[src/rtl/ulpi_uart_pkg.sv]
package ulpi_uart_pkg;
  typedef enum logic [2:0] {
    ST_SYNC   = 3'd0,
    ST_CONFIG = 3'd1,
    ST_ENTER  = 3'd2,
    ST_UART   = 3'd3,
    ST_EXIT   = 3'd4
  } seq_state_e;

  typedef enum logic [1:0] {X_STP, X_READ, X_CSLOW, X_CSWAIT} exit_ph_e;

  typedef enum logic [2:0] {W_IDLE, W_CMD, W_DATA, W_STP, W_HOLD} wr_state_e;

  typedef struct packed {
    logic [5:0] addr;
    logic [7:0] data;
  } reg_wr_t;

  localparam int N_CFG = 4;

  localparam logic [5:0] A_FUNC   = 6'h04;
  localparam logic [5:0] A_IFC    = 6'h07;
  localparam logic [5:0] A_OTG    = 6'h0A;
  localparam logic [5:0] A_CARKIT = 6'h19;
  localparam logic [5:0] A_INTLAT = 6'h14;

  localparam logic [7:0] FUNC_SUSP = 8'h40;
  localparam logic [7:0] SEL_LS    = 8'h02;
  localparam logic [7:0] SEL_FS    = 8'h01;
  localparam logic [7:0] OTG_PD    = 8'h06;
  localparam logic [7:0] CK_TXRX   = 8'h0C;
  localparam logic [7:0] IFC_CKM   = 8'h04;
  localparam logic [7:0] IFC_CLK   = 8'h08;
endpackage

[src/rtl/ulpi_reg_port.sv]
module ulpi_reg_port
  import ulpi_uart_pkg::*;
(
  input  logic       clk_i,
  input  logic       rst_ni,
  input  logic       req_i,
  input  logic       rd_i,
  input  reg_wr_t    op_i,
  input  logic       dir_i,
  input  logic       nxt_i,
  output logic [7:0] data_o,
  output logic       oe_o,
  output logic       stp_o,
  output logic       done_o
);
  wr_state_e st;

  always_ff @(posedge clk_i or negedge rst_ni) begin
    if (!rst_ni) st <= W_IDLE;
    else begin
      unique case (st)
        W_IDLE: if (req_i) st <= W_CMD;
        W_CMD: begin
          if (dir_i)      st <= W_HOLD;
          else if (nxt_i) st <= rd_i ? W_IDLE : W_DATA;
        end
        W_DATA: begin
          if (dir_i)      st <= W_HOLD;
          else if (nxt_i) st <= W_STP;
        end
        W_STP:  st <= W_IDLE;
        W_HOLD: if (!dir_i) st <= W_CMD;
        default: st <= W_IDLE;
      endcase
    end
  end

  always_comb begin
    data_o = 8'h00;
    if (st == W_CMD)  data_o = {rd_i ? 2'b11 : 2'b10, op_i.addr};
    if (st == W_DATA) data_o = op_i.data;
  end

  assign oe_o   = (st == W_CMD || st == W_DATA || st == W_STP) && !dir_i;
  assign stp_o  = (st == W_STP);
  assign done_o = (st == W_STP) || (st == W_CMD && rd_i && nxt_i && !dir_i);


  stp_single_chk: assert property (@(posedge clk_i) disable iff (!rst_ni)
    stp_o |=> !stp_o);

  data_after_nxt_chk: assert property (@(posedge clk_i) disable iff (!rst_ni)
    (st == W_DATA && $past(st) == W_CMD) |-> $past(nxt_i));

  abort_hold_chk: assert property (@(posedge clk_i) disable iff (!rst_ni)
    ((st == W_CMD || st == W_DATA) && dir_i) |=> st == W_HOLD);
endmodule

[src/rtl/ulpi_cs_timer.sv]
module ulpi_cs_timer #(
  parameter int HOLD = 600
) (
  input  logic clk_i,
  input  logic rst_ni,
  input  logic start_i,
  output logic hold_o,
  output logic done_o
);
  localparam int CNT_W = $clog2(HOLD + 1);
  localparam logic [CNT_W-1:0] LAST = CNT_W'(HOLD - 1);

  logic [CNT_W-1:0] cnt;

  always_ff @(posedge clk_i or negedge rst_ni) begin
    if (!rst_ni) begin
      hold_o <= 1'b0;
      cnt    <= '0;
    end else if (start_i) begin
      hold_o <= 1'b1;
      cnt    <= '0;
    end else if (hold_o) begin
      if (cnt == LAST) hold_o <= 1'b0;
      else cnt <= cnt + 1'b1;
    end
  end

  assign done_o = hold_o && (cnt == LAST);


  hold_len_chk: assert property (@(posedge clk_i) disable iff (!rst_ni)
    ($fell(hold_o) && !$past(start_i)) |-> $past(cnt) == LAST);

  cnt_range_chk: assert property (@(posedge clk_i) disable iff (!rst_ni)
    cnt <= LAST);
endmodule

[src/rtl/ulpi_int_latch.sv]
module ulpi_int_latch (
  input  logic clk_i,
  input  logic rst_ni,
  input  logic set_i,
  input  logic clr_i,
  output logic pend_o
);
  always_ff @(posedge clk_i or negedge rst_ni) begin
    if (!rst_ni)    pend_o <= 1'b0;
    else if (clr_i) pend_o <= 1'b0;
    else if (set_i) pend_o <= 1'b1;
  end


  pend_src_chk: assert property (@(posedge clk_i) disable iff (!rst_ni)
    $rose(pend_o) |-> $past(set_i));
endmodule

[src/rtl/ulpi_uart_seq.sv]
module ulpi_uart_seq
  import ulpi_uart_pkg::*;
#(
  parameter int CS_HOLD_CYC = 600
) (
  input  logic       clk_i,
  input  logic       rst_ni,
  input  logic       start_i,
  input  logic       fs_mode_i,
  input  logic       keep_clk_i,
  input  logic       exit_i,
  input  logic       cs_reset_i,
  input  logic       uart_txd_i,
  input  logic       int_i,
  input  logic       ulpi_dir_i,
  input  logic       ulpi_nxt_i,
  input  logic [7:0] ulpi_data_i,
  output logic [7:0] ulpi_data_o,
  output logic [7:0] ulpi_data_oe_o,
  output logic       ulpi_stp_o,
  output logic       cs_o,
  output logic       uart_rxd_o,
  output logic       int_pend_o,
  output logic [2:0] state_o
);
  localparam int STEP_W = $clog2(N_CFG);
  localparam logic [STEP_W-1:0] LAST_STEP = STEP_W'(N_CFG - 1);

  seq_state_e        state;
  exit_ph_e          xph;
  logic [STEP_W-1:0] step;
  reg_wr_t           cur;
  logic              w_req, w_rd, w_oe, w_stp, w_done;
  logic [7:0]        w_data;
  logic              t_start, t_hold, t_done;
  logic              i_set, i_clr;
  logic              unused_bits;

  function automatic reg_wr_t cfg_entry(input logic [STEP_W-1:0] idx,
                                        input logic fs, input logic keep);
    reg_wr_t e;
    unique case (idx)
      2'd0:    begin e.addr = A_FUNC;   e.data = FUNC_SUSP | (fs ? SEL_FS : SEL_LS); end
      2'd1:    begin e.addr = A_OTG;    e.data = OTG_PD; end
      2'd2:    begin e.addr = A_CARKIT; e.data = CK_TXRX; end
      default: begin e.addr = A_IFC;    e.data = IFC_CKM | (keep ? IFC_CLK : 8'h00); end
    endcase
    return e;
  endfunction

  always_comb begin
    if (state == ST_EXIT) begin
      cur.addr = A_INTLAT;
      cur.data = 8'h00;
    end else begin
      cur = cfg_entry(step, fs_mode_i, keep_clk_i);
    end
  end

  assign w_req   = (state == ST_CONFIG) || (state == ST_EXIT && xph == X_READ);
  assign w_rd    = (state == ST_EXIT);
  assign t_start = (state == ST_UART) && cs_reset_i;
  assign i_set   = (state == ST_UART) && int_i;
  assign i_clr   = (state == ST_EXIT) &&
                   ((xph == X_READ && w_done) || xph == X_CSLOW);

  ulpi_reg_port u_port (
    .clk_i  (clk_i),
    .rst_ni (rst_ni),
    .req_i  (w_req),
    .rd_i   (w_rd),
    .op_i   (cur),
    .dir_i  (ulpi_dir_i),
    .nxt_i  (ulpi_nxt_i),
    .data_o (w_data),
    .oe_o   (w_oe),
    .stp_o  (w_stp),
    .done_o (w_done)
  );

  ulpi_cs_timer #(.HOLD(CS_HOLD_CYC)) u_tmr (
    .clk_i   (clk_i),
    .rst_ni  (rst_ni),
    .start_i (t_start),
    .hold_o  (t_hold),
    .done_o  (t_done)
  );

  ulpi_int_latch u_int (
    .clk_i  (clk_i),
    .rst_ni (rst_ni),
    .set_i  (i_set),
    .clr_i  (i_clr),
    .pend_o (int_pend_o)
  );

  always_ff @(posedge clk_i or negedge rst_ni) begin
    if (!rst_ni) begin
      state <= ST_SYNC;
      xph   <= X_STP;
      step  <= '0;
    end else begin
      unique case (state)
        ST_SYNC: if (start_i) begin
          state <= ST_CONFIG;
          step  <= '0;
        end
        ST_CONFIG: if (w_done) begin
          if (step == LAST_STEP) state <= ST_ENTER;
          else step <= step + 1'b1;
        end
        ST_ENTER: if (ulpi_dir_i) state <= ST_UART;
        ST_UART: begin
          if (cs_reset_i) begin
            state <= ST_EXIT;
            xph   <= X_CSLOW;
          end else if (exit_i || int_pend_o) begin
            state <= ST_EXIT;
            xph   <= X_STP;
          end
        end
        ST_EXIT: begin
          unique case (xph)
            X_STP:    if (!ulpi_dir_i) begin
              if (int_pend_o) xph <= X_READ;
              else state <= ST_SYNC;
            end
            X_READ:   if (w_done) state <= ST_SYNC;
            X_CSLOW:  if (t_done) xph <= X_CSWAIT;
            X_CSWAIT: if (!ulpi_dir_i) state <= ST_SYNC;
            default:  state <= ST_SYNC;
          endcase
        end
        default: state <= ST_SYNC;
      endcase
    end
  end

  always_comb begin
    ulpi_data_o    = 8'h00;
    ulpi_data_oe_o = 8'h00;
    if (w_req) begin
      ulpi_data_o    = w_data;
      ulpi_data_oe_o = {8{w_oe}};
    end else if (state == ST_UART) begin
      ulpi_data_o    = {7'b0, uart_txd_i};
      ulpi_data_oe_o = 8'h01;
    end
  end

  assign ulpi_stp_o  = w_stp || (state == ST_EXIT && xph == X_STP);
  assign cs_o        = !t_hold;
  assign uart_rxd_o  = ulpi_data_i[1];
  assign state_o     = state;
  assign unused_bits = ^{ulpi_data_i[7:2], ulpi_data_i[0]};


  uart_leave_chk: assert property (@(posedge clk_i) disable iff (!rst_ni)
    state == ST_UART |=> (state == ST_UART || state == ST_EXIT));

  enter_uart_chk: assert property (@(posedge clk_i) disable iff (!rst_ni)
    (state == ST_ENTER && ulpi_dir_i) |=> state == ST_UART);

  cs_low_exit_chk: assert property (@(posedge clk_i) disable iff (!rst_ni)
    !cs_o |-> state == ST_EXIT);

  cs_no_stp_chk: assert property (@(posedge clk_i) disable iff (!rst_ni)
    !cs_o |-> !ulpi_stp_o);

  no_drive_dir_chk: assert property (@(posedge clk_i) disable iff (!rst_ni)
    (state != ST_UART && ulpi_dir_i) |-> ulpi_data_oe_o == 8'h00);
endmodule

[config.mk]
export PLATFORM = sky130hd
export DESIGN_NAME = ulpi_uart_seq
export DESIGN_NICKNAME = d
export VERILOG_FILES = /design/src/rtl/ulpi_uart_pkg.sv /design/src/rtl/ulpi_reg_port.sv /design/src/rtl/ulpi_cs_timer.sv /design/src/rtl/ulpi_int_latch.sv /design/src/rtl/ulpi_uart_seq.sv
export SDC_FILE = /design/constraint.sdc
export NUM_CORES = 1
export LEC_CHECK = 0
export CAP_MARGIN = 15
export CORE_UTILIZATION = 55
export DETAILED_ROUTE_END_ITERATION = 6
export DONT_BUFFER_PORTS = 1
export PLACE_DENSITY_LB_ADDON = 0.05
export SETUP_SLACK_MARGIN = 0.4
export SYNTH_ARGS = -nofsm -noshare
export SYNTH_HDL_FRONTEND = slang
export SYNTH_HIERARCHICAL = 1
export SYNTH_SLANG_ARGS = --single-unit
[constraint.sdc]
create_clock -name clk_i -period 2.46 [get_ports clk_i]
set_input_delay 0.492 -clock clk_i [delete_from_list [all_inputs] [get_ports clk_i]]
set_output_delay 0.492 -clock clk_i [all_outputs]
set_load 0.005 [all_outputs]
== Yosys cells after proc, flatten, opt, wreduce, memory -nomap -nowiden ==
Cells that the tools add are included.

* Register bits: 22

* Reductions and logical operators: 33
* Multiplexer cells: 50
* Add/sub/neg operators: 2
* Equality and inequality tests: 34

{| class="wikitable"
|+ Operators by type and width
! cell !! count
|-
| $mux 3 || 16
|-
| $pmux 13 s3 || 1
|-
| $mux 8 || 4
|-
| $mux 10 || 3
|-
| $ne 3x3->1 const B || 8
|-
| $mux 2 || 10
|-
| $pmux 3 s5 || 1
|-
| $mux 14 || 1
|-
| $eq 3x2->1 const B || 4
|-
| $ne 2x2->1 const B || 6
|-
| $pmux 2 s2 || 3
|-
| $pmux 3 s4 || 1
|-
| $logic_and 1x1->1 || 11
|-
| $add 10x1->10 const B || 1
|-
| $eq 10x10->1 const B || 1
|-
| $reduce_and 10->1 || 1
|-
| $pmux 3 s3 || 1
|-
| $eq 2x2->1 const B || 4
|-
| $mux 1 || 8
|-
| $reduce_and 4->1 || 2
|-
| $reduce_bool 2->1 || 4
|-
| $logic_or 1x1->1 || 7
|-
| $eq 3x1->1 const B || 2
|-
| $eq 3x3->1 const B || 2
|-
| 11 further kinds || 17
|}

== Logic depth before layout (Yosys ltp) ==
Gate-level depths: netlist (run 1).

* Word-level depth: 9
* Gate-level depth with buffers: 9

== Hierarchy ==
Netlist (run 1), hierarchy kept.

{| class="wikitable"
|+ By module, submodules not included
! module !! area each (µm²) !! seq. area each (µm²) !! times used !! cells an instance
|-
| ulpi_uart_seq || 898.4 || 175.2 || 1 || 108
|-
| ulpi_cs_timer || 636.9 || 275.3 || 1 || 68
|-
| ulpi_reg_port || 319.1 || 75.1 || 1 || 44
|-
| ulpi_int_latch || 35.0 || 25.0 || 1 || 2
|}

== Least setup slack after synthesis (run 1) ==
No wires, ideal clock.

* Path type: reg2reg
* Start point: reg state[1] (netlist: state_o[1])
* End point: reg state[0] (netlist: state_o[0])
* Stages on the path, launching flop included: 10
* Period minus slack after synthesis: 2.513 ns
* Arrival: 2.388 ns
* Slack: -0.053 ns
* Library setup time: 0.125 ns
* Cell sequence: dfrtp_1 -> buf_6 -> or3b_1 -> buf_6 -> clkinv_1 -> a31oi_1 -> nor3b_1 -> inv_1 -> a2111oi_2 -> mux2_4

* Word-level cells in the longest chain between the ends: 7

{| class="wikitable"
|+ RTL lines
! element !! line !! RTL
|-
| start: declaration || ulpi_uart_seq.sv:29 || <nowiki>seq_state_e state;</nowiki>
|-
| start signal: assignment || ulpi_uart_seq.sv:99 || <nowiki>state <= ST_SYNC;</nowiki>
|-
| start signal: assignment || ulpi_uart_seq.sv:105 || <nowiki>state <= ST_CONFIG;</nowiki>
|-
| start signal: assignment || ulpi_uart_seq.sv:109 || <nowiki>if (step == LAST_STEP) state <= ST_ENTER;</nowiki>
|-
| $eq 3x3->1 (*) || ulpi_uart_seq.sv:61 || <nowiki>assign w_rd = (state == ST_EXIT);</nowiki>
|-
| via w_rd || ulpi_uart_seq.sv:33 || <nowiki>logic w_req, w_rd, w_oe, w_stp, w_done;</nowiki>
|-
| $logic_and 1x1->1 (*) (3 in a row) || ulpi_reg_port.sv:46 || <nowiki>assign done_o = (st == W_STP) || (st == W_CMD && rd_i && nxt_i && !dir_i);</nowiki>
|-
| $logic_or 1x1->1 (*) || ulpi_reg_port.sv:46 ||
|-
| via w_done || ulpi_uart_seq.sv:33 ||
|-
| $ne 3x3->1 (no line) / $ne 2x2->1 (equally long branches) || - ||
|-
| $reduce_and 10->1 (no line) (*) || - ||
|}

Mark *: on every way through the listed nets, which the timed path passes. The rest lies on a longest branch.
A chain may end at the register's enable or synchronous reset.

==> run_summary.xml, run 1 <==
<?xml version="1.0" encoding="UTF-8"?>
<metrics>
  <group name="placement">
    <metric name="io_buf_count" unit="">0</metric>
    <metric name="finalWeightedCongestion" unit="">0.836</metric>
    <metric name="post-dp-hpwl" unit="um">3090</metric>
  </group>
  <group name="sta">
    <metric name="slew_hr" unit="%">32.8</metric>
    <metric name="fmaxAchievable" unit="MHz">432</metric>
    <metric name="hold_violations_final" unit="">0</metric>
    <metric name="final_min_period_over_clock_period" unit="%">94.1</metric>
    <metric name="setup_repair_after_global_routing_missed_its_margin" unit="">true</metric>
    <metric name="finalClockSkew" unit="ns">0.00323</metric>
    <metric name="tightestPinTransition" unit="ns">1.00</metric>
    <metric name="report.final.setup_viol" unit="">0</metric>
    <metric name="setup_tns" unit="ns">0</metric>
    <metric name="slew_violations" unit="">0</metric>
    <metric name="post-route-min-period" unit="ns">2.32</metric>
  </group>
  <group name="worst_setup_path">
    <metric name="timing.critical_path.fanout_max" unit="">4</metric>
    <metric name="critPathCaptureType" unit="">output port</metric>
    <metric name="cp_cell_sequence" unit="">or3b_4 &gt; buf_6 &gt; nand2_1 &gt; inv_1 &gt; a22oi_2 &gt; nor2_1 &gt; and2_1</metric>
    <metric name="cp.arrival" unit="ns">1.82</metric>
    <metric name="crit_buf_inv" unit="">2</metric>
    <metric name="critPathTopFamily" unit="">simple AND/OR/NAND/NOR gates</metric>
    <metric name="cp-start-kind" unit="">flip-flop</metric>
    <metric name="critical_path.max_stage_delay" unit="ns">0.45</metric>
    <metric name="crit_path_required_time" unit="ns">1.97</metric>
    <metric name="timing.critical_path.slowest_stage_cell" unit="">sky130_fd_sc_hd__or3b_4</metric>
    <metric name="criticalPathCategory" unit="">reg -&gt; out</metric>
  </group>
  <group name="synth">
    <metric name="yosysTopAreaCellShare" unit="%">29.1</metric>
    <metric name="synth.area.top_cells" unit="">sky130_fd_sc_hd__dfrtp_1 29%, sky130_fd_sc_hd__ha_1 7.3%, sky130_fd_sc_hd__nor2_1 4.4%</metric>
    <metric name="synth-edff-count" unit="">0</metric>
    <metric name="mappedNetlistArea" unit="mm2">0.00189</metric>
    <metric name="ys_dominant_reg_cell" unit="">sky130_fd_sc_hd__dfrtp_1</metric>
    <metric name="post-synth-top-area-cell" unit="">sky130_fd_sc_hd__dfrtp_1</metric>
    <metric name="post_synth_inst_count" unit="">222</metric>
    <metric name="ys_ff_latch" unit="">22</metric>
    <metric name="async_reset_ff_share" unit="%">100</metric>
    <metric name="ys_warn_count" unit="">6</metric>
    <metric name="post_synth.cell_area_avg" unit="um2">8.51</metric>
    <metric name="seq_area_frac_synth" unit="%">29.1</metric>
    <metric name="synth.distinct_cells" unit="">54</metric>
  </group>
  <group name="drt">
    <metric name="drc" unit="">0</metric>
    <metric name="route.antenna.remaining_nets" unit="">0</metric>
    <metric name="avgViaCountPerCell" unit="">5.92</metric>
    <metric name="routed_wire_length_per_instance" unit="um">15.6</metric>
    <metric name="drt_iter0_drc" unit="">105</metric>
    <metric name="routed-via-count" unit="">1635</metric>
    <metric name="drt_pre_antenna_iters" unit="">4</metric>
    <metric name="wl" unit="um">4300</metric>
  </group>
  <group name="final_layout">
    <metric name="areaGrowthSynthToFinish" unit="%">14.6</metric>
    <metric name="finalNetCount" unit="">264</metric>
    <metric name="nFillCells" unit="">278</metric>
    <metric name="insertedDiodeCount" unit="">0</metric>
    <metric name="layout-drive-gt1-share" unit="%">24.1</metric>
  </group>
  <group name="global_route">
    <metric name="wire_length_of_the_first_global_routing_pass" unit="um">6700</metric>
    <metric name="gr-total-overflow" unit="">0</metric>
    <metric name="antenna_found_initial" unit="">0</metric>
    <metric name="via_count_of_the_first_global_routing_pass" unit="">1491</metric>
    <metric name="grt_usage" unit="%">24.9</metric>
    <metric name="grt_start_max_net_pins" unit="">23</metric>
  </group>
  <group name="floorplan">
    <metric name="start_util" unit="%">59.9</metric>
    <metric name="ios" unit="">42</metric>
    <metric name="rows" unit="">20</metric>
    <metric name="total_die_area" unit="mm2">0.00367</metric>
    <metric name="die_w" unit="um">60.6</metric>
    <metric name="fp.coreArea" unit="mm2">0.00315</metric>
    <metric name="die_h" unit="um">60.6</metric>
  </group>
  <group name="power_and_ir_drop">
    <metric name="totalPowerFinal" unit="mW">2.29</metric>
    <metric name="cellInternalPower" unit="mW">1.24</metric>
    <metric name="cellLeakagePower" unit="nW">0.928</metric>
    <metric name="p_sw_share" unit="%">45.7</metric>
    <metric name="p_seq_share" unit="%">31.9</metric>
    <metric name="switchingPower" unit="mW">1.05</metric>
    <metric name="worst_ir_drop_vdd" unit="V">0.000565</metric>
    <metric name="power.density" unit="mW/mm2">1060</metric>
    <metric name="power.share.combinational" unit="%">61.2</metric>
    <metric name="share_clk_of_total_power" unit="%">6.9</metric>
  </group>
  <group name="clock_tree">
    <metric name="ctsRootBufferMaster" unit="">sky130_fd_sc_hd__clkbuf_4</metric>
    <metric name="numCtsBuffers" unit="">3</metric>
    <metric name="depth_of_the_cts_h_tree" unit="">1</metric>
    <metric name="numClockSinks" unit="">22</metric>
    <metric name="path_clk_slew" unit="ns">0.11</metric>
    <metric name="clock_tree_from_tritoncts" unit="">yes</metric>
    <metric name="worstSkewPairLatency" unit="ns">0.30</metric>
    <metric name="max-clock-path-buffers" unit="">2</metric>
  </group>
  <group name="status">
    <metric name="run_status" unit="">completed</metric>
  </group>
  <group name="min_path">
    <metric name="worst_hold_path_type" unit="">in -&gt; reg</metric>
  </group>
  <group name="flow_run">
    <metric name="cap_violations" unit="">0</metric>
  </group>
</metrics>
## final timing paths
check,end,slack (ns),startpoint,cells after the start
max in group asynchronous,u_tmr/cnt[0],1.06,rst_ni,1
hold reg to reg,u_tmr/cnt[9],0.60,u_tmr/cnt[9],2
hold / removal,u_port/st[1],0.25,ulpi_dir_i,1
min in group asynchronous,u_tmr/cnt[6],0.80,rst_ni,1
setup / recovery,ulpi_data_o[3],0.14,state_o[0],7
setup reg to reg,state_o[0],0.24,state_o[0],8
## synthesized netlist by cell type (3+ instances only)
| library cell | instances |
|---|---|
| sky130_fd_sc_hd__dfrtp_1 | 22 |
| sky130_fd_sc_hd__nor2_1 | 22 |
| sky130_fd_sc_hd__and2_1 | 13 |
| sky130_fd_sc_hd__a21oi_1 | 12 |
| sky130_fd_sc_hd__ha_1 | 11 |
| sky130_fd_sc_hd__inv_1 | 11 |
| sky130_fd_sc_hd__buf_4 | 9 |
| sky130_fd_sc_hd__o21ai_0 | 9 |
| sky130_fd_sc_hd__a22oi_1 | 8 |
| sky130_fd_sc_hd__nand2_1 | 8 |
| sky130_fd_sc_hd__or3_1 | 7 |
| sky130_fd_sc_hd__mux2i_1 | 6 |
| sky130_fd_sc_hd__nand2b_1 | 6 |
| sky130_fd_sc_hd__nor2b_1 | 6 |
| sky130_fd_sc_hd__nor3_1 | 6 |
| sky130_fd_sc_hd__nand3_1 | 5 |
| sky130_fd_sc_hd__nand4_1 | 5 |
| sky130_fd_sc_hd__buf_2 | 4 |
| sky130_fd_sc_hd__a31oi_1 | 3 |
| sky130_fd_sc_hd__buf_6 | 3 |
| sky130_fd_sc_hd__nand3b_1 | 3 |
| sky130_fd_sc_hd__nor3b_1 | 3 |
| sky130_fd_sc_hd__o22ai_1 | 3 |
## layout by cell type (no fill, tap or decap), types with 5 or more instances in the layout
cell type                  instances
sky130_fd_sc_hd__nor3_1            5
sky130_fd_sc_hd__dfrtp_1          22
sky130_fd_sc_hd__nand2_1           8
sky130_fd_sc_hd__a21oi_1          12
sky130_fd_sc_hd__o21ai_0           7
sky130_fd_sc_hd__buf_6             5
sky130_fd_sc_hd__nor2b_1           6
sky130_fd_sc_hd__and2_1            8
sky130_fd_sc_hd__nand2b_1          6
sky130_fd_sc_hd__buf_4            17
sky130_fd_sc_hd__nand3_1           5
sky130_fd_sc_hd__nor2_1           22
sky130_fd_sc_hd__nand4_1           5
sky130_fd_sc_hd__ha_1              8
sky130_fd_sc_hd__mux2i_1           6
sky130_fd_sc_hd__inv_1             8
sky130_fd_sc_hd__or3_1             6
## stage by stage
step / hold WS [ns] / std cells / cell area, um2 / utilization [%] / worst slack (ns)
after global placement: 0.197 / 259 / 1930 / 61.3 / 0.278
after CTS: 0.236 / 272 / 2070 / 65.6 / 0.150
final: 0.249 / 276 / 2170 / 68.7 / 0.145
after global routing: 0.221 / 276 / 2170 / 68.7 / 0.0809
after detailed placement: 0.197 / 259 / 1930 / 61.3 / 0.230
after floorplan: 0.196 / 225 / 1950 / - / 0.125
## power by group through the flow
stage | Combinational (mW) | Clock [mW] | Sequential, mW
finish | 1.40 | 0.158 | 0.732
global route | 1.55 | 0.182 | 0.760
CTS | 1.27 | 0.165 | 0.719
detailed placement | 1.12 | 0 | 0.730
global placement | 1.06 | 0 | 0.714
floorplan | 1.00 | 0 | 0.631
## routing by layer
layer  GRT usage, %  part of all wire (%)  up-vias
met3           3.41                   4.3        6
met1           31.6                    44      787
met5              0                     0        -
met2           43.6                    51       36
met4           8.12                   1.1        0
li1               -                     -      806
## cells by family (layout without fill, tap and decap cells)
| kind of cell | Yosys count | after routing | share of synthesized area, % |
|---|---|---|---|
| AO/OA/AOI/OAI | 49 | 49 | 18.2 |
| other | 1 | 4 | 0.198 |
| flip-flops | 22 | 22 | 29.1 |
| XOR/XNOR | 2 | 2 | 0.927 |
| AND/OR/NAND/NOR | 97 | 97 | 30.0 |
| multiplexers | 8 | 8 | 4.57 |
| adder cells (fa/ha/maj) | 11 | 11 | 7.28 |
| buffers and inverters | 32 | 39 | 9.67 |
## sequential cells by signal, indices dropped and copies added (netlist names)
name / flops
u_port/st: 3
step: 2
xph: 2
u_tmr/cnt: 10
u_tmr/hold_o: 1
u_int/pend_o: 1
state_o: 3
## layout make-up
cell class / instances / area (um2) / area share (%)
flip-flops and latches: 22 / 551 / 25.4
multi-input cells: 171 / 1280 / 59.2
well taps: 44 / 55.1 / 2.54
repair buffers: 23 / 194 / 8.95
inverters: 13 / 61.3 / 2.83
clock buffers: 3 / 22.5 / 1.04
## what timing repair did
item | in CTS | in global routing
resized for setup | 14 | 15
hold buffers | 1 | 0
setup buffers | 9 | 4
hold endpoints to repair | 22 | 0
pin swaps | 4 | 6
endpoints found under the setup margin | 19 | 21
gates cloned | 0 | 0
(Power assumes the default switching activity.)
==> inputs of run 2 (changes only) <==
--- a/config.mk
+++ b/config.mk
@@ -9,6 +9,7 @@
 export CORE_UTILIZATION = 55
 export DETAILED_ROUTE_END_ITERATION = 6
 export DONT_BUFFER_PORTS = 1
+export GPL_TIMING_DRIVEN = 0
 export PLACE_DENSITY_LB_ADDON = 0.05
 export SETUP_SLACK_MARGIN = 0.4
 export SYNTH_ARGS = -nofsm -noshare
==> run 2 against run 1 <==
  * Clock power up 25%
  * Non-clock buffer count up 10
  * Register-to-register slack worse by 0.22 ns
  * First-iteration DRC count shrank 39%
  * Critical path type unchanged
  * Largest power group unchanged
==> run_summary.xml, run 2 (synthesized netlist as in run 1, its figures left out) <==
<?xml version="1.0" encoding="UTF-8"?>
<metrics>
  <group name="status">
    <metric name="run_status" unit="">completed</metric>
  </group>
  <group name="final_layout">
    <metric name="layout-drive-gt1-share" unit="%">29.2</metric>
    <metric name="commonest_non_fill_non_tap_cells_in_the_layout" unit="">21 x sky130_fd_sc_hd__dfrtp_1, 20 x sky130_fd_sc_hd__nor2_1, 13 x sky130_fd_sc_hd__buf_6, 12 x sky130_fd_sc_hd__buf_4, 12 x sky130_fd_sc_hd__a21oi_1</metric>
    <metric name="nFillCells" unit="">252</metric>
    <metric name="finalNetCount" unit="">274</metric>
    <metric name="final-instance-count-excl-fill" unit="">287</metric>
    <metric name="areaGrowthSynthToFinish" unit="%">20.7</metric>
    <metric name="insertedDiodeCount" unit="">0</metric>
    <metric name="largest_register" unit="">u_tmr/cnt</metric>
    <metric name="layout_commonest_cell" unit="">sky130_fd_sc_hd__dfrtp_1</metric>
    <metric name="largest_reg_flops" unit="">10</metric>
  </group>
  <group name="worst_setup_path">
    <metric name="cp.arrival" unit="ns">1.96</metric>
    <metric name="cp-start-kind" unit="">flip-flop</metric>
    <metric name="worst-r2r-cell-count" unit="">10</metric>
    <metric name="critPathTopFamily" unit="">simple AND/OR/NAND/NOR gates</metric>
    <metric name="crit_path_required_time" unit="ns">1.97</metric>
    <metric name="reg2reg_from" unit="">state_o[1]</metric>
    <metric name="crit_buf_inv" unit="">3</metric>
    <metric name="crit_top_cell" unit="">sky130_fd_sc_hd__buf_6</metric>
    <metric name="timing.critical_path.slowest_stage_cell" unit="">sky130_fd_sc_hd__dfrtp_1</metric>
    <metric name="timing.critical_path.fanout_max" unit="">6</metric>
    <metric name="worstReg2RegEnd" unit="">state_o[0]</metric>
    <metric name="cp_cell_sequence" unit="">buf_6 &gt; or3b_4 &gt; buf_6 &gt; clkinv_8 &gt; nor3_4 &gt; a22oi_2 &gt; nor2_2 &gt; mux2i_1 &gt; o21ai_1</metric>
    <metric name="critPathCaptureType" unit="">output port</metric>
    <metric name="criticalPathCategory" unit="">reg -&gt; out</metric>
    <metric name="critical_path.max_stage_delay" unit="ns">0.42</metric>
    <metric name="regToRegSetupSlack" unit="ns">0.02</metric>
  </group>
  <group name="sta">
    <metric name="tightestPinTransition" unit="ns">1.01</metric>
    <metric name="slew_hr" unit="%">32.4</metric>
    <metric name="final_min_period_over_clock_period" unit="%">99.5</metric>
    <metric name="finalClockSkew" unit="ns">0.00355</metric>
    <metric name="setup_repair_after_global_routing_missed_its_margin" unit="">true</metric>
    <metric name="slew_violations" unit="">0</metric>
    <metric name="post-route-min-period" unit="ns">2.45</metric>
    <metric name="fmaxAchievable" unit="MHz">409</metric>
    <metric name="layout_setup_ws" unit="ns">0.0128</metric>
    <metric name="report.final.setup_viol" unit="">0</metric>
    <metric name="hold_violations_final" unit="">0</metric>
  </group>
  <group name="power_and_ir_drop">
    <metric name="share_clk_of_total_power" unit="%">8.3</metric>
    <metric name="switchingPower" unit="mW">1.07</metric>
    <metric name="cellInternalPower" unit="mW">1.32</metric>
    <metric name="p_seq_share" unit="%">28.9</metric>
    <metric name="power.share.combinational" unit="%">62.8</metric>
    <metric name="p_sw_share" unit="%">44.8</metric>
    <metric name="power.density" unit="mW/mm2">1040</metric>
    <metric name="worst_ir_drop_vdd" unit="V">0.000522</metric>
    <metric name="cellLeakagePower" unit="nW">0.996</metric>
  </group>
  <group name="global_route">
    <metric name="routing_usage_on_met3" unit="%">3.20</metric>
    <metric name="grt_start_max_net_pins" unit="">23</metric>
    <metric name="global_route.peak_usage_layer" unit="">met2</metric>
    <metric name="grt_usage" unit="%">25.7</metric>
    <metric name="gr-usage-met1" unit="%">33.7</metric>
    <metric name="wire_length_of_the_first_global_routing_pass" unit="um">7020</metric>
    <metric name="antenna_found_initial" unit="">0</metric>
    <metric name="gr-total-overflow" unit="">0</metric>
    <metric name="via_count_of_the_first_global_routing_pass" unit="">1531</metric>
    <metric name="groute.layer.met2.usage" unit="%">44.1</metric>
  </group>
  <group name="placement">
    <metric name="dpl.cell_count" unit="">269</metric>
    <metric name="placement.setup.worst_slack" unit="ns">-0.0530</metric>
    <metric name="io_buf_count" unit="">0</metric>
    <metric name="post-dp-hpwl" unit="um">3050</metric>
    <metric name="finalWeightedCongestion" unit="">0.881</metric>
  </group>
  <group name="min_path">
    <metric name="whs_path_depth" unit="">1</metric>
    <metric name="holdCritStartpoint" unit="">ulpi_dir_i</metric>
    <metric name="worst_hold_path_type" unit="">in -&gt; reg</metric>
    <metric name="holdPathEnd" unit="">u_port/st[1]</metric>
  </group>
  <group name="floorplan">
    <metric name="die_w" unit="um">60.6</metric>
    <metric name="die_h" unit="um">60.6</metric>
    <metric name="total_die_area" unit="mm2">0.00367</metric>
    <metric name="start_util" unit="%">59.9</metric>
    <metric name="ios" unit="">42</metric>
    <metric name="fp.coreArea" unit="mm2">0.00315</metric>
    <metric name="rows" unit="">20</metric>
  </group>
  <group name="drt">
    <metric name="routed_wire_length_per_instance" unit="um">15.3</metric>
    <metric name="wl" unit="um">4410</metric>
    <metric name="routed-via-count" unit="">1680</metric>
    <metric name="drc" unit="">0</metric>
    <metric name="route.antenna.remaining_nets" unit="">0</metric>
    <metric name="drt_iter0_drc" unit="">64</metric>
    <metric name="drt_pre_antenna_iters" unit="">5</metric>
    <metric name="avgViaCountPerCell" unit="">5.85</metric>
  </group>
  <group name="clock_tree">
    <metric name="max-clock-path-buffers" unit="">2</metric>
    <metric name="clock_tree_from_tritoncts" unit="">yes</metric>
    <metric name="worstSkewPairLatency" unit="ns">0.30</metric>
    <metric name="path_clk_slew" unit="ns">0.12</metric>
    <metric name="depth_of_the_cts_h_tree" unit="">1</metric>
    <metric name="numCtsBuffers" unit="">3</metric>
    <metric name="numClockSinks" unit="">22</metric>
    <metric name="ctsRootBufferMaster" unit="">sky130_fd_sc_hd__clkbuf_4</metric>
  </group>
  <group name="flow_run">
    <metric name="cap_violations" unit="">0</metric>
  </group>
</metrics>
## run 2: final cells by class
type	instances	area, um2	area share [%]
Tap cell	44	55.1	2.41
Timing Repair Buffer	14	123	5.38
Inverter	13	61.3	2.69
Clock buffer	4	36.3	1.59
Multi-Input combinational cell	171	1290	56.8
Sequential cell	22	552	24.2
Buffer	19	159	6.97
## run 2: through the flow
step                power, mW  utilization [%]  hold slack (ns)  instance area [um2]  setup TNS [ns]
floorplan                1.63                -            0.196                 1950               0
global placement         1.83             63.5            0.197                 2000         -0.0455
detailed placement       1.87             63.5            0.197                 2000         -0.0530
CTS                      2.28             70.3            0.242                 2220               0
global route             2.58             72.3            0.225                 2280          -0.371
finish                   2.38             72.3            0.255                 2280               0
## run 2: how the worst max path moves through the flow
stage,start,end,slack (ns),depth (start not counted)
after floorplan,state_o[1],state_o[0],0.13,9
final,state_o[1],ulpi_data_o[0],0.01,9
after global placement,state_o[1],state_o[0],-0.05,9
after CTS,state_o[1],ulpi_data_o[0],0.002,9
after global routing,state_o[1],ulpi_data_o[0],-0.09,9
after detailed placement,state_o[1],state_o[0],-0.05,9
## run 2: power groups by stage
stage	clock network [mW]	registers (mW)	logic (mW)
finish	0.198	0.688	1.50
CTS	0.207	0.681	1.39
global placement	0	0.668	1.16
floorplan	0	0.631	1.00
detailed placement	0	0.675	1.19
global route	0.220	0.712	1.65
## run 2: timing repair
| action | in CTS | in global routing |
|---|---|---|
| pin swaps | 12 | 8 |
| resized for setup | 24 | 18 |
| setup endpoints to repair | 20 | 26 |
| buffers inserted | 11 | 2 |
| hold endpoints to repair | 22 | 0 |
| hold buffers | 1 | 0 |
## run 2: routing by layer
layer | vias up | part of all wire (%)
met5 | - | 0
li1 | 828 | -
met4 | 0 | 2.0
met3 | 10 | 4.5
met1 | 789 | 44
met2 | 53 | 49
==> inputs of run 3 (changes only) <==
--- a/config.mk
+++ b/config.mk
@@ -6,11 +6,12 @@
 export NUM_CORES = 1
 export LEC_CHECK = 0
 export CAP_MARGIN = 15
+export CORE_ASPECT_RATIO = 1.4
 export CORE_UTILIZATION = 55
 export DETAILED_ROUTE_END_ITERATION = 6
 export DONT_BUFFER_PORTS = 1
 export GPL_TIMING_DRIVEN = 0
-export PLACE_DENSITY_LB_ADDON = 0.05
+export PLACE_DENSITY = 0.73
 export SETUP_SLACK_MARGIN = 0.4
 export SYNTH_ARGS = -nofsm -noshare
 export SYNTH_HDL_FRONTEND = slang
==> run 3 against run 2 <==
  * Via count up 2.2%
  * Die area about the same
  * Flip-flop and latch count unchanged
  * Fmax increased by 2.0%
  * Power rose by 3.4%
  * Core utilization up 0.58 points
  * Register-to-register slack better by 0.08 ns
  * Largest cell class unchanged
  * Largest power group unchanged
  * Highest routed layer unchanged
==> run_summary.xml, run 3 (synthesized netlist as in run 1, its figures left out) <==
<?xml version="1.0" encoding="UTF-8"?>
<metrics>
  <group name="power_and_ir_drop">
    <metric name="p_seq_share" unit="%">28.2</metric>
    <metric name="cellInternalPower" unit="mW">1.37</metric>
    <metric name="power.share.combinational" unit="%">61.5</metric>
    <metric name="switchingPower" unit="mW">1.09</metric>
    <metric name="worst_ir_drop_vdd" unit="V">0.000682</metric>
    <metric name="cellLeakagePower" unit="nW">1.01</metric>
    <metric name="totalPowerFinal" unit="mW">2.46</metric>
    <metric name="p_sw_share" unit="%">44.3</metric>
    <metric name="share_clk_of_total_power" unit="%">10.3</metric>
    <metric name="power.density" unit="mW/mm2">1060</metric>
  </group>
  <group name="global_route">
    <metric name="via_count_of_the_first_global_routing_pass" unit="">1733</metric>
    <metric name="gr-total-overflow" unit="">0</metric>
    <metric name="grt_start_max_net_pins" unit="">23</metric>
    <metric name="antenna_found_initial" unit="">0</metric>
    <metric name="grt_usage" unit="%">26.5</metric>
    <metric name="wire_length_of_the_first_global_routing_pass" unit="um">7520</metric>
  </group>
  <group name="placement">
    <metric name="finalWeightedCongestion" unit="">0.816</metric>
    <metric name="post_dp_cell_area" unit="mm2">0.00199</metric>
    <metric name="io_buf_count" unit="">0</metric>
    <metric name="placement.setup.worst_slack" unit="ns">-0.0706</metric>
    <metric name="post-dp-hpwl" unit="um">3300</metric>
    <metric name="dpl.cell_count" unit="">264</metric>
  </group>
  <group name="sta">
    <metric name="finalHoldWorstSlack" unit="ns">0.307</metric>
    <metric name="report.final.setup_viol" unit="">0</metric>
    <metric name="layout_setup_ws" unit="ns">0.0603</metric>
    <metric name="tightestPinTransition" unit="ns">0.989</metric>
    <metric name="fmaxAchievable" unit="MHz">417</metric>
    <metric name="finalClockSkew" unit="ns">0.00426</metric>
    <metric name="setup_repair_after_global_routing_missed_its_margin" unit="">true</metric>
    <metric name="hold_violations_final" unit="">0</metric>
    <metric name="slew_hr" unit="%">33.8</metric>
    <metric name="final_min_period_over_clock_period" unit="%">97.5</metric>
    <metric name="setup_tns" unit="ns">0</metric>
    <metric name="post-route-min-period" unit="ns">2.40</metric>
    <metric name="slew_violations" unit="">0</metric>
  </group>
  <group name="worst_setup_path">
    <metric name="crit_path_required_time" unit="ns">1.97</metric>
    <metric name="critPathCaptureType" unit="">output port</metric>
    <metric name="worst-r2r-cell-count" unit="">9</metric>
    <metric name="timing.critical_path.fanout_max" unit="">6</metric>
    <metric name="cp.arrival" unit="ns">1.91</metric>
    <metric name="criticalPathCategory" unit="">reg -&gt; out</metric>
    <metric name="cp-start-kind" unit="">flip-flop</metric>
  </group>
  <group name="floorplan">
    <metric name="fp.coreArea" unit="mm2">0.00318</metric>
    <metric name="ios" unit="">42</metric>
    <metric name="total_die_area" unit="mm2">0.00368</metric>
    <metric name="start_util" unit="%">59.4</metric>
    <metric name="rows" unit="">24</metric>
    <metric name="die_h" unit="um">71.4</metric>
    <metric name="die_w" unit="um">51.5</metric>
  </group>
  <group name="clock_tree">
    <metric name="max-clock-path-buffers" unit="">2</metric>
    <metric name="depth_of_the_cts_h_tree" unit="">1</metric>
    <metric name="numCtsBuffers" unit="">3</metric>
    <metric name="numClockSinks" unit="">22</metric>
    <metric name="ctsRootBufferMaster" unit="">sky130_fd_sc_hd__clkbuf_8</metric>
    <metric name="path_clk_slew" unit="ns">0.08</metric>
    <metric name="worstSkewPairLatency" unit="ns">0.26</metric>
    <metric name="clock_tree_from_tritoncts" unit="">yes</metric>
  </group>
  <group name="final_layout">
    <metric name="final_cell_area" unit="mm2">0.00232</metric>
    <metric name="finalNetCount" unit="">276</metric>
    <metric name="final-instance-count-excl-fill" unit="">284</metric>
    <metric name="commonest_non_fill_non_tap_cells_in_the_layout" unit="">21 x sky130_fd_sc_hd__nor2_1, 20 x sky130_fd_sc_hd__dfrtp_1, 15 x sky130_fd_sc_hd__buf_4, 12 x sky130_fd_sc_hd__buf_6, 12 x sky130_fd_sc_hd__a21oi_1</metric>
    <metric name="nFillCells" unit="">241</metric>
    <metric name="layout_commonest_cell" unit="">sky130_fd_sc_hd__nor2_1</metric>
    <metric name="largest_register" unit="">u_tmr/cnt</metric>
    <metric name="final_core_utilization" unit="%">72.9</metric>
    <metric name="layout-drive-gt1-share" unit="%">28.2</metric>
    <metric name="areaGrowthSynthToFinish" unit="%">22.8</metric>
    <metric name="insertedDiodeCount" unit="">0</metric>
    <metric name="largest_reg_flops" unit="">10</metric>
  </group>
  <group name="drt">
    <metric name="drc" unit="">0</metric>
    <metric name="route.antenna.remaining_nets" unit="">0</metric>
    <metric name="wl" unit="um">4640</metric>
    <metric name="routed-via-count" unit="">1717</metric>
    <metric name="drt_pre_antenna_iters" unit="">4</metric>
    <metric name="routed_wire_length_per_instance" unit="um">16.3</metric>
    <metric name="drt_iter0_drc" unit="">39</metric>
    <metric name="avgViaCountPerCell" unit="">6.05</metric>
  </group>
  <group name="min_path">
    <metric name="worst_hold_path_type" unit="">in -&gt; reg</metric>
    <metric name="whs_path_depth" unit="">1</metric>
  </group>
  <group name="flow_run">
    <metric name="cap_violations" unit="">0</metric>
  </group>
  <group name="status">
    <metric name="run_status" unit="">completed</metric>
  </group>
</metrics>
## run 3: changes by cell type in the layout (fill, tap and decap cells not counted), moves of 3 or more
cell	change
sky130_fd_sc_hd__inv_2	-3
sky130_fd_sc_hd__clkbuf_8	+3
sky130_fd_sc_hd__inv_1	+3
sky130_fd_sc_hd__buf_4	+3
sky130_fd_sc_hd__clkbuf_4	-3
## run 3: per-layer routing
layer | GRT usage (%) | up-vias | routed length [um]
li1 | - | 828 | -
met1 | 26.3 | 830 | 1770
met2 | 52.7 | 49 | 2600
met3 | 4.25 | 10 | 201
met4 | 9.01 | 0 | 74
met5 | 0 | - | 0
## run 3: repair_timing
item | 4_1_cts | 5_1_grt
gates resized for setup | 21 | 17
setup endpoints to repair | 21 | 23
pin swaps | 6 | 7
hold buffers | 1 | 0
hold endpoints to repair | 22 | 0
setup buffers | 8 | 7
gates cloned | 0 | 0
## run 3: final cells by class
type | instances | area, um2 | share of cell area (%)
plain buffers | 19 | 159 | 6.85
clock buffers | 4 | 55.1 | 2.37
inverters | 13 | 61.3 | 2.64
well taps | 39 | 48.8 | 2.10
repair buffers | 16 | 134 | 5.77
flip-flops and latches | 22 | 553 | 23.8
multi-input cells | 171 | 1310 | 56.4
## run 3: path summary, 6_finish.rpt
kind | from | to | slack (ns)
min in group asynchronous | rst_ni | u_tmr/cnt[5] | 0.84
min reg2reg | u_tmr/cnt[9] | u_tmr/cnt[9] | 0.59
max reg2reg | state_o[1] | state_o[0] | 0.10
max in group asynchronous | rst_ni | state_o[0] | 0.96
max | state_o[1] | ulpi_data_o[0] | 0.06
min | ulpi_dir_i | u_port/st[1] | 0.31
## run 3: power groups by stage
stage	Combinational, mW	Sequential (mW)	Clock (mW)
after floorplan	1.00	0.631	0
final	1.52	0.696	0.254
after detailed placement	1.21	0.679	0
after CTS	1.36	0.688	0.262
after global placement	1.16	0.671	0
after global routing	1.67	0.712	0.271
## run 3: critical path, stage by stage (launching register included)
cell                       delay [ns]
sky130_fd_sc_hd__dfrtp_1         0.41
sky130_fd_sc_hd__buf_6           0.13
sky130_fd_sc_hd__or3b_1          0.38
sky130_fd_sc_hd__buf_6           0.15
sky130_fd_sc_hd__clkinv_8        0.06
sky130_fd_sc_hd__nor3_4          0.04
sky130_fd_sc_hd__a22oi_2         0.17
sky130_fd_sc_hd__nor2_1          0.08
sky130_fd_sc_hd__mux2i_1         0.13
sky130_fd_sc_hd__o21ai_1         0.10
